$ cat src/rtl/qcs_pkg.sv
`timescale 1ns/1ps
package qcs_pkg;
  localparam int unsigned CS_CNT = 4;
  localparam logic [CS_CNT-1:0] CS_CTRL_PAT = 4'b0011;
  localparam logic [CS_CNT-1:0] CS_IDLE_PAT = 4'b1111;

  typedef enum logic [1:0] {
    CLS_CAPTURE = 2'd0,
    CLS_IDLE    = 2'd1,
    CLS_CTRL    = 2'd2,
    CLS_ILLEGAL = 2'd3
  } qcs_cls_e;
endpackage

$ cat src/rtl/qcs_decode.sv
`timescale 1ns/1ps
module qcs_decode
  import qcs_pkg::*;
(
  input  logic [CS_CNT-1:0] cs_n,
  output qcs_cls_e          cls
);
  localparam int unsigned CNT_W = $clog2(CS_CNT + 1);

  logic [CNT_W-1:0] low_cnt;

  always_comb begin
    low_cnt = '0;
    for (int i = 0; i < CS_CNT; i++) begin
      low_cnt = low_cnt + CNT_W'(~cs_n[i]);
    end
  end

  always_comb begin
    unique case (low_cnt)
      CNT_W'(0): cls = CLS_IDLE;
      CNT_W'(1): cls = CLS_CAPTURE;
      CNT_W'(2): begin
        if (cs_n == CS_CTRL_PAT)      cls = CLS_CTRL;
        else if (cs_n[1:0] == 2'b00)  cls = CLS_ILLEGAL;
        else                          cls = CLS_CAPTURE;
      end
      default:   cls = CLS_ILLEGAL;
    endcase
  end
endmodule

$ cat src/rtl/qcs_bus_reg.sv
`timescale 1ns/1ps
module qcs_bus_reg
  import qcs_pkg::*;
#(
  parameter int unsigned BUS_W = 23
) (
  input  logic              clk,
  input  logic              rst_n,
  input  qcs_cls_e          cls,
  input  logic [CS_CNT-1:0] cs_n,
  input  logic [BUS_W-1:0]  cmd_in,
  input  logic              cfg_float_idle,
  input  logic              mode_3t,
  output logic [BUS_W-1:0]  cmd_q,
  output logic              cmd_oe,
  output logic [CS_CNT-1:0] cs_q,
  output logic              cs_oe,
  output logic              cw_strobe,
  output logic              cs_illegal
);
  logic              cmd_en;
  logic [BUS_W-1:0]  cmd_d;
  logic              oe_d;
  logic [CS_CNT-1:0] cs_d;
  logic              float_ok;

  assign float_ok = cfg_float_idle & ~mode_3t;

  always_comb begin
    cmd_en = (cls == CLS_CAPTURE);
    cmd_d  = cmd_in;
    oe_d   = cmd_oe;
    cs_d   = cs_q;
    unique case (cls)
      CLS_CAPTURE: begin
        oe_d = 1'b1;
        cs_d = cs_n;
      end
      CLS_IDLE: begin
        cs_d = CS_IDLE_PAT;
        if (float_ok) oe_d = 1'b0;
      end
      default: ;
    endcase
  end

  always_ff @(posedge clk or negedge rst_n) begin
    if (!rst_n) begin
      cmd_q <= '0;
    end else if (cmd_en) begin
      cmd_q <= cmd_d;
    end
  end

  always_ff @(posedge clk or negedge rst_n) begin
    if (!rst_n) begin
      cmd_oe     <= 1'b0;
      cs_q       <= CS_IDLE_PAT;
      cs_oe      <= 1'b0;
      cw_strobe  <= 1'b0;
      cs_illegal <= 1'b0;
    end else begin
      cmd_oe     <= oe_d;
      cs_q       <= cs_d;
      cs_oe      <= 1'b1;
      cw_strobe  <= (cls == CLS_CTRL);
      cs_illegal <= (cls == CLS_ILLEGAL);
    end
  end
endmodule

$ cat src/rtl/qcs_lane_reg.sv
`timescale 1ns/1ps
module qcs_lane_reg #(
  parameter int unsigned LANES = 2
) (
  input  logic             clk,
  input  logic             rst_n,
  input  logic [LANES-1:0] odt_in,
  input  logic [LANES-1:0] cke_in,
  output logic [LANES-1:0] odt_q,
  output logic             odt_oe,
  output logic [LANES-1:0] cke_q
);
  for (genvar g = 0; g < LANES; g++) begin : g_lane
    always_ff @(posedge clk or negedge rst_n) begin
      if (!rst_n) begin
        odt_q[g] <= 1'b0;
        cke_q[g] <= 1'b0;
      end else begin
        odt_q[g] <= odt_in[g];
        cke_q[g] <= cke_in[g];
      end
    end
  end

  always_ff @(posedge clk or negedge rst_n) begin
    if (!rst_n) odt_oe <= 1'b0;
    else        odt_oe <= 1'b1;
  end
endmodule

$ cat src/rtl/qcs_cmd_reg.sv
`timescale 1ns/1ps
module qcs_cmd_reg
  import qcs_pkg::*;
#(
  parameter int unsigned BUS_W = 23,
  parameter int unsigned LANES = 2
) (
  input  logic              clk,
  input  logic              rst_n,
  input  logic [CS_CNT-1:0] cs_n,
  input  logic [BUS_W-1:0]  cmd_in,
  input  logic [LANES-1:0]  odt_in,
  input  logic [LANES-1:0]  cke_in,
  input  logic              cfg_float_idle,
  input  logic              mode_3t,
  output logic [BUS_W-1:0]  cmd_q,
  output logic              cmd_oe,
  output logic [CS_CNT-1:0] cs_q,
  output logic              cs_oe,
  output logic [LANES-1:0]  odt_q,
  output logic              odt_oe,
  output logic [LANES-1:0]  cke_q,
  output logic              cw_strobe,
  output logic              cs_illegal
);
  qcs_cls_e cls;

  qcs_decode u_dec (
    .cs_n (cs_n),
    .cls  (cls)
  );

  qcs_bus_reg #(.BUS_W(BUS_W)) u_bus (
    .clk            (clk),
    .rst_n          (rst_n),
    .cls            (cls),
    .cs_n           (cs_n),
    .cmd_in         (cmd_in),
    .cfg_float_idle (cfg_float_idle),
    .mode_3t        (mode_3t),
    .cmd_q          (cmd_q),
    .cmd_oe         (cmd_oe),
    .cs_q           (cs_q),
    .cs_oe          (cs_oe),
    .cw_strobe      (cw_strobe),
    .cs_illegal     (cs_illegal)
  );

  qcs_lane_reg #(.LANES(LANES)) u_lane (
    .clk    (clk),
    .rst_n  (rst_n),
    .odt_in (odt_in),
    .cke_in (cke_in),
    .odt_q  (odt_q),
    .odt_oe (odt_oe),
    .cke_q  (cke_q)
  );
endmodule

$ cat config.mk
export PLATFORM = sky130hd
export DESIGN_NAME = qcs_cmd_reg
export DESIGN_NICKNAME = d
export VERILOG_FILES = /design/src/rtl/qcs_pkg.sv /design/src/rtl/qcs_decode.sv /design/src/rtl/qcs_bus_reg.sv /design/src/rtl/qcs_lane_reg.sv /design/src/rtl/qcs_cmd_reg.sv
export SDC_FILE = /design/constraint.sdc
export NUM_CORES = 1
export LEC_CHECK = 0
export ABC_AREA = 1
export ABC_CLOCK_PERIOD_IN_PS = 1000
export BUFFER_PORTS_ARGS = -buffer_cell sky130_fd_sc_hd__buf_2
export CORE_ASPECT_RATIO = 1.1
export CORE_MARGIN = 1.5
export CORE_UTILIZATION = 45
export CTS_CLUSTER_DIAMETER = 150
export CTS_CLUSTER_SIZE = 28
export DETAILED_ROUTE_END_ITERATION = 10
export GPL_ROUTABILITY_DRIVEN = 0
export PLACE_DENSITY = 0.75
export SLEW_MARGIN = 30
export SYNTH_ARGS = -nofsm -noshare
export SYNTH_HDL_FRONTEND = slang
export SYNTH_HIERARCHICAL = 1
export SYNTH_SLANG_ARGS = --single-unit
$ cat constraint.sdc
create_clock -name clk -period 1 [get_ports clk]
set_clock_uncertainty 0.2 [all_clocks]
set_input_delay 0.15 -clock clk [delete_from_list [all_inputs] [get_ports clk]]
set_output_delay 0.15 -clock clk [all_outputs]
set_load 0.02 [all_outputs]
==> results of run 1 <==
logic make-up after synthesis:
logic type	count (synthesis)	synth area share, %
compound gates	7	2.39
fa+ha+maj	5	4.78
buf+inv	15	5.80
flops	36	61.8
other cells	2	0.512
simple gates	88	24.7
timing repair:
item,CTS
hold buffers,31
setup endpoints to repair,66
pin swaps,8
hold endpoints to repair,68
buffers inserted,18
gates cloned,1
resized for setup,101
per-stage QoR:
stage	setup TNS, ns	hold WS, ns	utilization, %	worst slack, ns
after floorplan	-32.85	-0.346	-	-1.17
after detailed placement	-39.23	-0.0736	63.3	-1.36
after global placement	-37.53	-0.0738	63.3	-1.28
after CTS	-34.57	-0.0876	91.7	-0.879
synthesized netlist by cell type, drive strengths merged:
cell	count
nor2	4
buf	4
o21ai	5
ha	4
nand3	2
nand2	82
dfrtp	32
a21oi	2
inv	11
fa	1
dfstp	4
conb	2
==> results.ini, run 1 <==
[die]
start_util_pct = 47.7
die_h_um = 62.9
rows = 21
die_w_um = 57.4
io_pins = 71

[place]
portBuffers = 70
dp_cells = 262
dp_hpwl_um = 2290
place_area_um2 = 1950

[synth]
ys_types = 18
synthTopCellsByArea = dfrtp_1 (55%), nand2_1 (19%), dfstp_2 (7.2%)
synth_largest_area_cell = dfrtp_1
synth_warnings = 6
synthCells = 153
syn-cell-area_um2 = 1470
synthesis.nets = 193
yosysTopAreaCellShare_pct = 54.6
ys_ff_latch = 36
avgSynthCellArea_um2 = 9.58
synth.yosys.seq_area_share_pct = 61.8

[clock_network]
cts_sinks = 36
clockBufferDepth = 2
cts_made_buffers = 5
cts_max_level = 2
clock-root-buffer = clkbuf_4

[timing]
endpoint_type = register data pin
crit_endpoint = u_bus/cmd_q[0]$_DFFE_PN0N_/D

[outcome]
stop_error = [ERROR DPL-0033] detailed placement checks failed during check placement.
haltStage = global routing
status = aborted with a tool error

[global_routing]
antenna_found_initial = 0
grt_max_degree = 37

==> run 2, diff against run 1 <==
--- a/config.mk
+++ b/config.mk
@@ -8,14 +8,11 @@
 export ABC_AREA = 1
 export ABC_CLOCK_PERIOD_IN_PS = 1000
 export BUFFER_PORTS_ARGS = -buffer_cell sky130_fd_sc_hd__buf_2
-export CORE_ASPECT_RATIO = 1.1
 export CORE_MARGIN = 1.5
-export CORE_UTILIZATION = 45
-export CTS_CLUSTER_DIAMETER = 150
-export CTS_CLUSTER_SIZE = 28
+export CORE_UTILIZATION = 40
 export DETAILED_ROUTE_END_ITERATION = 10
 export GPL_ROUTABILITY_DRIVEN = 0
-export PLACE_DENSITY = 0.75
+export PLACE_DENSITY_LB_ADDON = 0.15
 export SLEW_MARGIN = 30
 export SYNTH_ARGS = -nofsm -noshare
 export SYNTH_HDL_FRONTEND = slang
==> run 2 against run 1 <==
Synthesized cell count did not move; the flow now finishes, with violations (hold timing, setup timing); synthesized area stayed put.
==> results.ini, run 2 <==
[synth]
synth_ff_type = dfrtp_1
synthTopCellsByArea = dfrtp_1 (55%), nand2_1 (19%), dfstp_2 (7.2%)
synth_most_common_cell = nand2_1
synthesis.nets = 193
yosysTopAreaCellShare_pct = 54.6
synth_commonest_cells = nand2_1 (73), dfrtp_1 (32), inv_1 (9), nand2_2 (9), o21ai_0 (5)
ys_ff_latch = 36
synthCells = 153
synth_edf_count = 0
avgSynthCellArea_um2 = 9.58
synth_warnings = 6
async_flop_share_pct = 100
ys_types = 18
synth.yosys.seq_area_share_pct = 61.8
synth_largest_area_cell = dfrtp_1
syn-cell-area_um2 = 1470

[final_layout]
largest_reg_flops = 23
final_core_util_pct = 85.1
nets = 337
layout_commonest_cell = nand2_1
diodes = 0
regMostFlops = u_bus/cmd_q
areaGrowthSynthToFinish_pct = 98.2
reg_top3 = u_bus/cmd_q (23), u_bus/cs_q (4)
layout_common_cells = nand2_1 (62), buf_6 (40), dlygate4sd3_1 (32), dfrtp_1 (32)
drive_gt1_share_pct = 51.7
fillCellCount = 187

[clock_network]
clock_latency_ns = 0.33
clock-root-buffer = clkbuf_4
hold_buffers = 32
clkTransAtPathRegs_ns = 0.10
cts_sinks = 36
clockBufferDepth = 2
cts_max_level = 2
cts_made_buffers = 5
tritoncts = built

[detailed_routing]
wl_um = 4560
drt-pass1-iter-count = 4
num_vias = 1543
ant_nets = 0
viasPerCell = 4.49
wl_per_cell_um = 13.3
drt_iter0_markers = 31
drc = 0

[timing]
drv_slew = 0
layout_min_cycle_time_ns = 1.94
fin_crit_sh_pct = 194
setup_violations = 66
finalSetupTns_ns = -34.24
rsz0062_at_grt = true
hold_viol = 2
whs_ns = -0.0633
fin_ws_ns = -0.939
timing.fmax_mhz = 516

[die]
rows = 21
die_w_um = 63.5
die_h_um = 63.5
core-area_um2 = 3420
start_util_pct = 42.9
dieArea_um2 = 4040
io_pins = 71

[setup_path]
cp_max_fo = 5
cp.required_ns = 1.07
end_kind = flip-flop
start_kind = primary input
worstSetupPathType = in2reg
crit_start = cs_n[1]
reg2reg_from = u_bus/cmd_q[4]$_DFFE_PN0N_
crit_arrival_ns = 2.01

[place]
portBuffers = 70
pre_cts_ws_ns = -1.32
dp_hpwl_um = 2370

[power]
power_density_nw_per_um2 = 2590
peakVddDrop_v = 0.00166
total_power_mw = 7.52
p_leak_nw = 1.55

[global_routing]
antenna_found_initial = 0
grt_pass1_wl_um = 6740
grt_max_degree = 37
first_global_vias = 1540
overflow = 0
track_usage_pct = 21.8

[run]
drv_cap = 0

[outcome]
violations = hold timing, setup timing
status = complete, but fails checks

[min_path]
min_from = cs_n[1]
worst_hold_path_type = in2reg

run 2: final cells by class:
type | instances | area (um2) | share of cell area [%]
repair buffers | 140 | 1270 | 43.7
flip-flops and latches | 36 | 906 | 31.2
multi-input cells | 102 | 543 | 18.7
inverters | 11 | 61.3 | 2.11
clock buffers | 8 | 58.8 | 2.02
well taps | 46 | 57.6 | 1.98
repair inverters | 1 | 11.3 | 0.387
run 2: worst paths after layout:
| check | end | slack, ns | cells after the start |
|---|---|---|---|
| worst max-delay path | u_bus/cmd_q[15]$_DFFE_PN0N_ | -0.94 | 13 |
| worst min-delay path | u_bus/cs_q[1]$_DFFE_PN1P_ | -0.06 | 4 |
| worst max register to register | u_bus/cmd_q[4]$_DFFE_PN0N_ | -0.08 | 4 |
| worst min register to register | u_bus/cs_q[3]$_DFFE_PN1P_ | 0.29 | 2 |
| max in group asynchronous | u_bus/cs_q[0]$_DFFE_PN1P_ | 0.23 | 3 |
| min in group asynchronous | u_bus/cs_illegal$_DFF_PN0_ | 0.10 | 3 |
run 2: report_power, final:
part           switching [mW]  internal [mW]
combinational            1.97           2.29
sequential              0.424           2.05
clock                   0.446          0.347
run 2: critical path, stage by stage:
cell and delay [ns]:
buf_8 0.08, inv_4 0.03, fa_1 0.47, ha_2 0.21, ha_4 0.28, inv_2 0.03
o21ai_2 0.11, nand2_2 0.08, nor2_4 0.14, buf_12 0.16, clkbuf_16 0.15, nand2_1 0.06
nand2_1 0.07
run 2: per-stage QoR:
step                      cells  cell area [um2]
after floorplan             153             1500
after global placement      277             1970
after detailed placement    277             1970
after CTS                   335             2760
after global routing        344             2910
final                       344             2910
run 2: kinds of logic (layout without fill, tap and decap cells):
kind of cell / count (synthesis) / after routing / synth area share [%]
AOI/OAI and AO/OA: 7 / 7 / 2.39
adders and majority gates: 5 / 5 / 4.78
DFF: 36 / 36 / 61.8
buffers and inverters: 15 / 160 / 5.80
other: 2 / 2 / 0.512
and+or+nand+nor: 88 / 88 / 24.7
run 2: what timing repair did:
| action | CTS | global route |
|---|---|---|
| cloned | 1 | 1 |
| hold endpoints to repair | 68 | 2 |
| endpoints found under the setup margin | 66 | 66 |
| pin swaps | 8 | 12 |
| gates resized for setup | 88 | 19 |
| setup buffers | 17 | 8 |
run 2: per-layer routing:
| layer | up-vias | GRT usage, % | part of all wire (%) |
|---|---|---|---|
| met5 | - | 0 | 0 |
| met4 | 0 | 7.34 | 1.5 |
| met3 | 8 | 6.79 | 6.2 |
| met2 | 65 | 41.3 | 54 |
| met1 | 724 | 22.3 | 38 |
| li1 | 746 | - | - |
Note: power is estimated with default switching activity, not from simulation.
==> run 3, diff against run 2 <==
--- a/config.mk
+++ b/config.mk
@@ -5,7 +5,6 @@
 export SDC_FILE = /design/constraint.sdc
 export NUM_CORES = 1
 export LEC_CHECK = 0
-export ABC_AREA = 1
 export ABC_CLOCK_PERIOD_IN_PS = 1000
 export BUFFER_PORTS_ARGS = -buffer_cell sky130_fd_sc_hd__buf_2
 export CORE_MARGIN = 1.5
==> run 3 against run 2 <==
The run still ends with hold timing, setup timing left; critical endpoint is now u_bus/cmd_oe$_DFFE_PN0P_; largest cell class unchanged; critical path type unchanged; final area down 6.8%; sequential power up 2%; critical path depth down 4.
==> results.ini, run 3 <==
[outcome]
status = complete, but fails checks
violations = hold timing, setup timing

[power]
total_power_mw = 8.46
p_int_mw = 5.91
power_frac_comb_pct = 49.5
switchingPower_mw = 2.55
power_frac_seq_pct = 29.7
power_frac_clock_pct = 20.8
peakVddDrop_v = 0.00144
power.share.switching_pct = 30.2
p_leak_nw = 1.35
power_density_nw_per_um2 = 3130

[detailed_routing]
drt_iter0_markers = 16
ant_nets = 0
num_vias = 1126
drt-pass1-iter-count = 4
wl_per_cell_um = 13.3
wl_um = 3430
viasPerCell = 4.38
drc = 0

[final_layout]
drive_gt1_share_pct = 71.3
reg_top3 = u_bus/cmd_q (23), u_bus/cs_q (4)
layout_common_cells = buf_6 (38), buf_2 (32), dfrtp_1 (32)
nets = 248
regMostFlops = u_bus/cmd_q
fillCellCount = 254
diodes = 0
areaGrowthSynthToFinish_pct = 81.5
layout_commonest_cell = buf_6
final_core_util_pct = 74.5
largest_reg_flops = 23

[clock_network]
clockBufferDepth = 2
tritoncts = built
hold_buffers = 5
clock-root-buffer = clkbuf_8
clkTransAtPathRegs_ns = 0.07
cts_max_level = 2
cts_sinks = 36
cts_made_buffers = 5
clock_latency_ns = 0.28

[synth]
syn-cell-area_um2 = 1490
synth_top_family_by_area = multiplexers
synth_ff_type = dfrtp_1
synthTopCellsByArea = dfrtp_1 (54%), mux2_4 (19%), dfstp_2 (7.0%)
synth_largest_area_cell = dfrtp_1
synthCells = 97
ys_ff_latch = 36
ys_types = 22
synthesis.nets = 137
avgSynthCellArea_um2 = 15.4
async_flop_share_pct = 100
synth-simple-area-share_pct = 5.79
synth_most_common_cell = dfrtp_1
synth_edf_count = 0
synth_compound_area_share_pct = 3.10
synth.yosys.seq_area_share_pct = 60.7
synthXorXnorAreaFrac_pct = 0
synth_warnings = 6
synthMuxAreaShare_pct = 22.1
yosysTopAreaCellShare_pct = 53.7
synth_fa_ha_area_share_pct = 4.70
synth_commonest_cells = dfrtp_1 (32), mux2_4 (19), inv_1 (5), nand2_1 (5), o21ai_0 (5)

[die]
start_util_pct = 41.0
core-area_um2 = 3630
rows = 22
die_h_um = 64.1
dieArea_um2 = 4100
io_pins = 71
die_w_um = 64.1

[timing]
rsz0062_at_grt = true
layout_min_cycle_time_ns = 2.25
finalSetupTns_ns = -41.74
fin_ws_ns = -1.25
whs_ns = -0.111
setup_violations = 66
hold_viol = 25
timing.fmax_mhz = 445
fin_crit_sh_pct = 225
drv_slew = 0

[setup_path]
worstSetupPathType = in2reg
end_kind = flip-flop
start_kind = primary input
cp.required_ns = 0.98
crit_arrival_ns = 2.23
cp_max_fo = 3
r2r_setup_slack_ns = -0.12

[place]
dp_hpwl_um = 2050
portBuffers = 70

[global_routing]
grt_pass1_wl_um = 5640
overflow = 0
track_usage_pct = 18.3
first_global_vias = 1216
antenna_found_initial = 0
grt_max_degree = 37

[min_path]
worst_hold_path_type = in2reg

[run]
drv_cap = 0

==> run 3: cell families (layout without fill, tap and decap cells) <==
group	after synthesis	in the layout
AND/OR/NAND/NOR	15	15
adder cells (fa/ha/maj)	5	5
flip-flops	36	36
other	2	2
multiplexers	23	23
buffers and inverters	8	120
AO/OA/AOI/OAI	8	8
==> run 3: through the flow <==
step | hold slack [ns] | cell area (um2) | setup slack (ns) | instances
2_1_floorplan | -0.346 | 1530 | -1.39 | 97
3_3_place_gp | -0.0760 | 2030 | -1.58 | 223
3_5_place_dp | -0.0779 | 2030 | -1.60 | 223
4_1_cts | -0.123 | 2640 | -1.24 | 249
5_1_grt | -0.122 | 2710 | -1.29 | 257
6_report | -0.111 | 2710 | -1.25 | 257
==> run 3: area by class of cell <==
cell class	count	area [um2]	share of cell area [%]
Clock inverter	3	90.1	3.33
Timing Repair Buffer	107	951	35.1
Clock buffer	5	68.8	2.54
Inverter	5	26.3	0.970
Tap cell	48	60.1	2.22
Sequential cell	36	906	33.5
Multi-Input combinational cell	53	606	22.4
==> run 3: worst paths after layout <==
kind / to / start / cells after the start
min in group asynchronous: u_bus/cmd_q[17]$_DFFE_PN0N_ / rst_n / 3
hold / removal: u_bus/cmd_q[5]$_DFFE_PN0N_ / cmd_in[5] / 2
setup reg to reg: u_bus/cmd_q[1]$_DFFE_PN0N_ / u_bus/cmd_q[1]$_DFFE_PN0N_ / 2
hold reg to reg: u_bus/cs_q[1]$_DFFE_PN1P_ / u_bus/cs_q[1]$_DFFE_PN1P_ / 2
max in group asynchronous: u_bus/cs_q[3]$_DFFE_PN1P_ / rst_n / 3
setup / recovery: u_bus/cmd_oe$_DFFE_PN0P_ / cs_n[3] / 9
==> run 3: what timing repair did <==
| action | 4_1_cts | 5_1_grt |
|---|---|---|
| endpoints found under the setup margin | 66 | 66 |
| pin swaps | 6 | 1 |
| setup buffers | 12 | 9 |
| gates resized for setup | 87 | 7 |
| cloned | 1 | 0 |
| endpoints found under the hold margin | 64 | 24 |
==> run 3: power groups by stage <==
stage	Combinational (mW)	Clock [mW]	Sequential, mW
floorplan	1.09	0	3.13
global placement	2.72	0	2.37
detailed placement	2.75	0	2.39
CTS	3.95	1.81	2.50
global route	4.43	1.88	2.57
finish	4.19	1.76	2.51
==> run 3: metal layers <==
layer	share of wire [%]	vias to the layer above	track usage, %
li1	-	541	-
met1	42	540	21.2
met2	51	39	32.0
met3	4.9	6	4.40
met4	2.0	0	8.15
met5	0	-	0
==> run 3: worst max-delay path, cell delays in order <==
cell and delay, ns:
buf_8 0.09, inv_8 0.03, fa_1 0.53, ha_2 0.30
o21ai_2 0.18, o311ai_4 0.14, buf_4 0.17, or3b_2 0.46
a21o_1 0.18
==> run 4, diff against run 3 <==
--- a/config.mk
+++ b/config.mk
@@ -9,11 +9,11 @@
 export BUFFER_PORTS_ARGS = -buffer_cell sky130_fd_sc_hd__buf_2
 export CORE_MARGIN = 1.5
 export CORE_UTILIZATION = 40
+export CTS_BUF_LIST = sky130_fd_sc_hd__clkbuf_4
 export DETAILED_ROUTE_END_ITERATION = 10
 export GPL_ROUTABILITY_DRIVEN = 0
 export PLACE_DENSITY_LB_ADDON = 0.15
 export SLEW_MARGIN = 30
 export SYNTH_ARGS = -nofsm -noshare
 export SYNTH_HDL_FRONTEND = slang
-export SYNTH_HIERARCHICAL = 1
 export SYNTH_SLANG_ARGS = --single-unit
==> run 4 against run 3 <==
The flow still finishes with violations (hold timing, setup timing); maximum frequency up 6.5%; sequential share of layout area shrank 1.7 points; setup slack improved by 0.14 ns; global-route usage up 2.9 points; synthesized area fell by 1.2%; final area rose by 2.4%; largest cell class unchanged; combinational power down 20%; via count increased by 12%; first-iteration DRC count increased by 130%.
==> results.ini, run 4 <==
[place]
dp_hpwl_um = 2370
portBuffers = 70
place_area_um2 = 2020
pre_cts_ws_ns = -1.51
dp_cells = 226

[die]
io_pins = 71
dieArea_um2 = 4060
die_h_um = 63.7
die_w_um = 63.7
start_util_pct = 42.8
rows = 21
core-area_um2 = 3440

[timing]
whs_ns = -0.164
drv_slew = 0
rsz0062_at_grt = true
layout_min_cycle_time_ns = 2.11
timing.fmax_mhz = 474
fin_crit_sh_pct = 211
hold_viol = 8
setup_violations = 66
fin_ws_ns = -1.11

[power]
p_int_mw = 4.15
power.share.switching_pct = 35.7
switchingPower_mw = 2.30
p_leak_nw = 1.30
power_frac_clock_pct = 12.5
power_frac_seq_pct = 35.5
peakVddDrop_v = 0.00142
power_frac_comb_pct = 52.0
power_density_nw_per_um2 = 2330

[setup_path]
cp_top_family = adder cells
critPathBufInv = 3
crit_arrival_ns = 2.14
max_stage_delay_ns = 0.54
crit_slowest_cell = fa_1
end_kind = flip-flop
worstSetupPathType = in2reg
cp.required_ns = 1.03
path_cells = buf_8 > fa_1 > inv_1 > ha_2 > ha_4 > nor2b_4 > a32oi_4 > buf_12 > mux2_2
cp_max_fo = 23
start_kind = primary input

[synth]
syn-cell-area_um2 = 1470
synth_ff_type = dfrtp_1
synthTopCellsByArea = dfrtp_1 (53%), mux2_2 (18%), dfstp_2 (7.1%)
synthCells = 99
synth_largest_area_cell = dfrtp_1
synth_warnings = 0
synth.yosys.seq_area_share_pct = 59.8
yosysTopAreaCellShare_pct = 52.6
synth_edf_count = 0
synth_commonest_cells = dfrtp_1 (31), mux2_2 (23), inv_1 (6)
synthesis.nets = 139
async_flop_share_pct = 100
ys_types = 25
avgSynthCellArea_um2 = 14.9
synth_most_common_cell = dfrtp_1
ys_ff_latch = 35

[global_routing]
grt_pass1_wl_um = 6440
overflow = 0
first_global_vias = 1359
grt_max_degree = 29
antenna_found_initial = 0
track_usage_pct = 21.3

[final_layout]
nets = 266
multi_input_area_um2 = 652
stdcell_area_um2 = 2770
seqCellArea_um2 = 881
fin_cells = 273
drive_gt1_share_pct = 67.4
final_core_util_pct = 80.6
largest_reg_flops = 23
fillCellCount = 198
layout_common_cells = buf_6 (39), buf_2 (33), dfrtp_1 (31)
diodes = 0
areaGrowthSynthToFinish_pct = 88.2
reg_top3 = u_bus.cmd_q (23), u_bus.cs_q (4)
regMostFlops = u_bus.cmd_q
layout_commonest_cell = buf_6

[detailed_routing]
wl_per_cell_um = 14.9
ant_nets = 0
viasPerCell = 4.63
drt-pass1-iter-count = 2
drc = 0
wl_um = 4070
num_vias = 1263
drt_iter0_markers = 36

[clock_network]
tritoncts = built
cts_sinks = 35
cts_max_level = 2
cts_made_buffers = 5
clkTransAtPathRegs_ns = 0.12
clockBufferDepth = 2
hold_buffers = 24
clock-root-buffer = clkbuf_4
clock_latency_ns = 0.34

[outcome]
status = complete, but fails checks
violations = hold timing, setup timing

[run]
drv_cap = 0

[min_path]
worst_hold_path_type = in2reg

[run 4: cell types whose count changed after synthesis, sizes merged, moves of 2 or more]
cell,change
o21ai,-5
a211oi,+4
a41oi,+3
a21oi,+3
nor2,-3
nand2,-5
buf,+2
[run 4: per-stage QoR]
stage | power (mW) | setup TNS, ns
6_report | 6.46 | -41.22
5_1_grt | 6.78 | -44.04
4_1_cts | 6.22 | -40.58
3_5_place_dp | 4.45 | -43.52
3_3_place_gp | 4.39 | -41.44
2_1_floorplan | 3.61 | -36.71
[run 4: worst reg2reg max path: stages (launching register included)]
cell and delay, ns:
dfstp_2 0.56, buf_4 0.10, buf_4 0.09, a211oi_1 0.04, a41oi_2 0.15
[run 4: cell type report]
cell class / instances / share of cell area [%]
clock buffers: 5 / 1.35
clock inverters: 3 / 0.857
inverters: 6 / 0.812
multi-input cells: 54 / 23.5
flip-flops and latches: 35 / 31.8
well taps: 46 / 2.07
repair buffers: 124 / 39.6
[run 4: path summary, 6_finish.rpt]
path                            slack, ns  cells after the start                       start                           to
min in group asynchronous           -0.01                      2                       rst_n    u_bus.cw_strobe$_DFF_PN0_
worst min register to register       0.35                      1  u_bus.cmd_q[5]$_DFFE_PN0N_   u_bus.cmd_q[5]$_DFFE_PN0N_
worst min-delay path                -0.16                      2                  cmd_in[13]  u_bus.cmd_q[13]$_DFFE_PN0N_
worst max register to register      -0.21                      4   u_bus.cs_q[1]$_DFFE_PN1P_    u_bus.cs_q[1]$_DFFE_PN1P_
max in group asynchronous            0.20                      3                       rst_n      u_lane.odt_oe$_DFF_PN0_
worst max-delay path                -1.11                      9                     cs_n[0]  u_bus.cmd_q[15]$_DFFE_PN0N_
[run 4: power by group through the flow]
stage,Sequential (mW),Combinational [mW],Clock (mW)
after global placement,2.15,2.23,0
final,2.29,3.36,0.807
after CTS,2.27,3.11,0.834
after global routing,2.34,3.55,0.890
after detailed placement,2.18,2.27,0
after floorplan,2.80,0.816,0
[run 4: layer usage]
metal / GRT usage (%) / up-vias / wire (um)
met5: 0 / - / 0
met3: 6.43 / 4 / 229
met4: 7.34 / 0 / 24
li1: - / 609 / -
met2: 39.7 / 50 / 2300
met1: 22.3 / 600 / 1520
[run 4: cell families after synthesis]
| family | count (synthesis) | share of synthesized area [%] |
|---|---|---|
| DFF | 35 | 59.8 |
| muxes | 24 | 18.3 |
| AOI/OAI and AO/OA | 14 | 7.98 |
| buffers and inverters | 10 | 4.33 |
| and+or+nand+nor | 10 | 4.67 |
| adders and majority gates | 5 | 4.75 |
| other | 1 | 0.254 |
[run 4: repair_timing]
item / 4_1_cts / 5_1_grt
endpoints found under the hold margin: 63 / 8
endpoints found under the setup margin: 66 / 66
gates resized for setup: 86 / 7
setup buffers: 8 / 8
pin swaps: 6 / 0
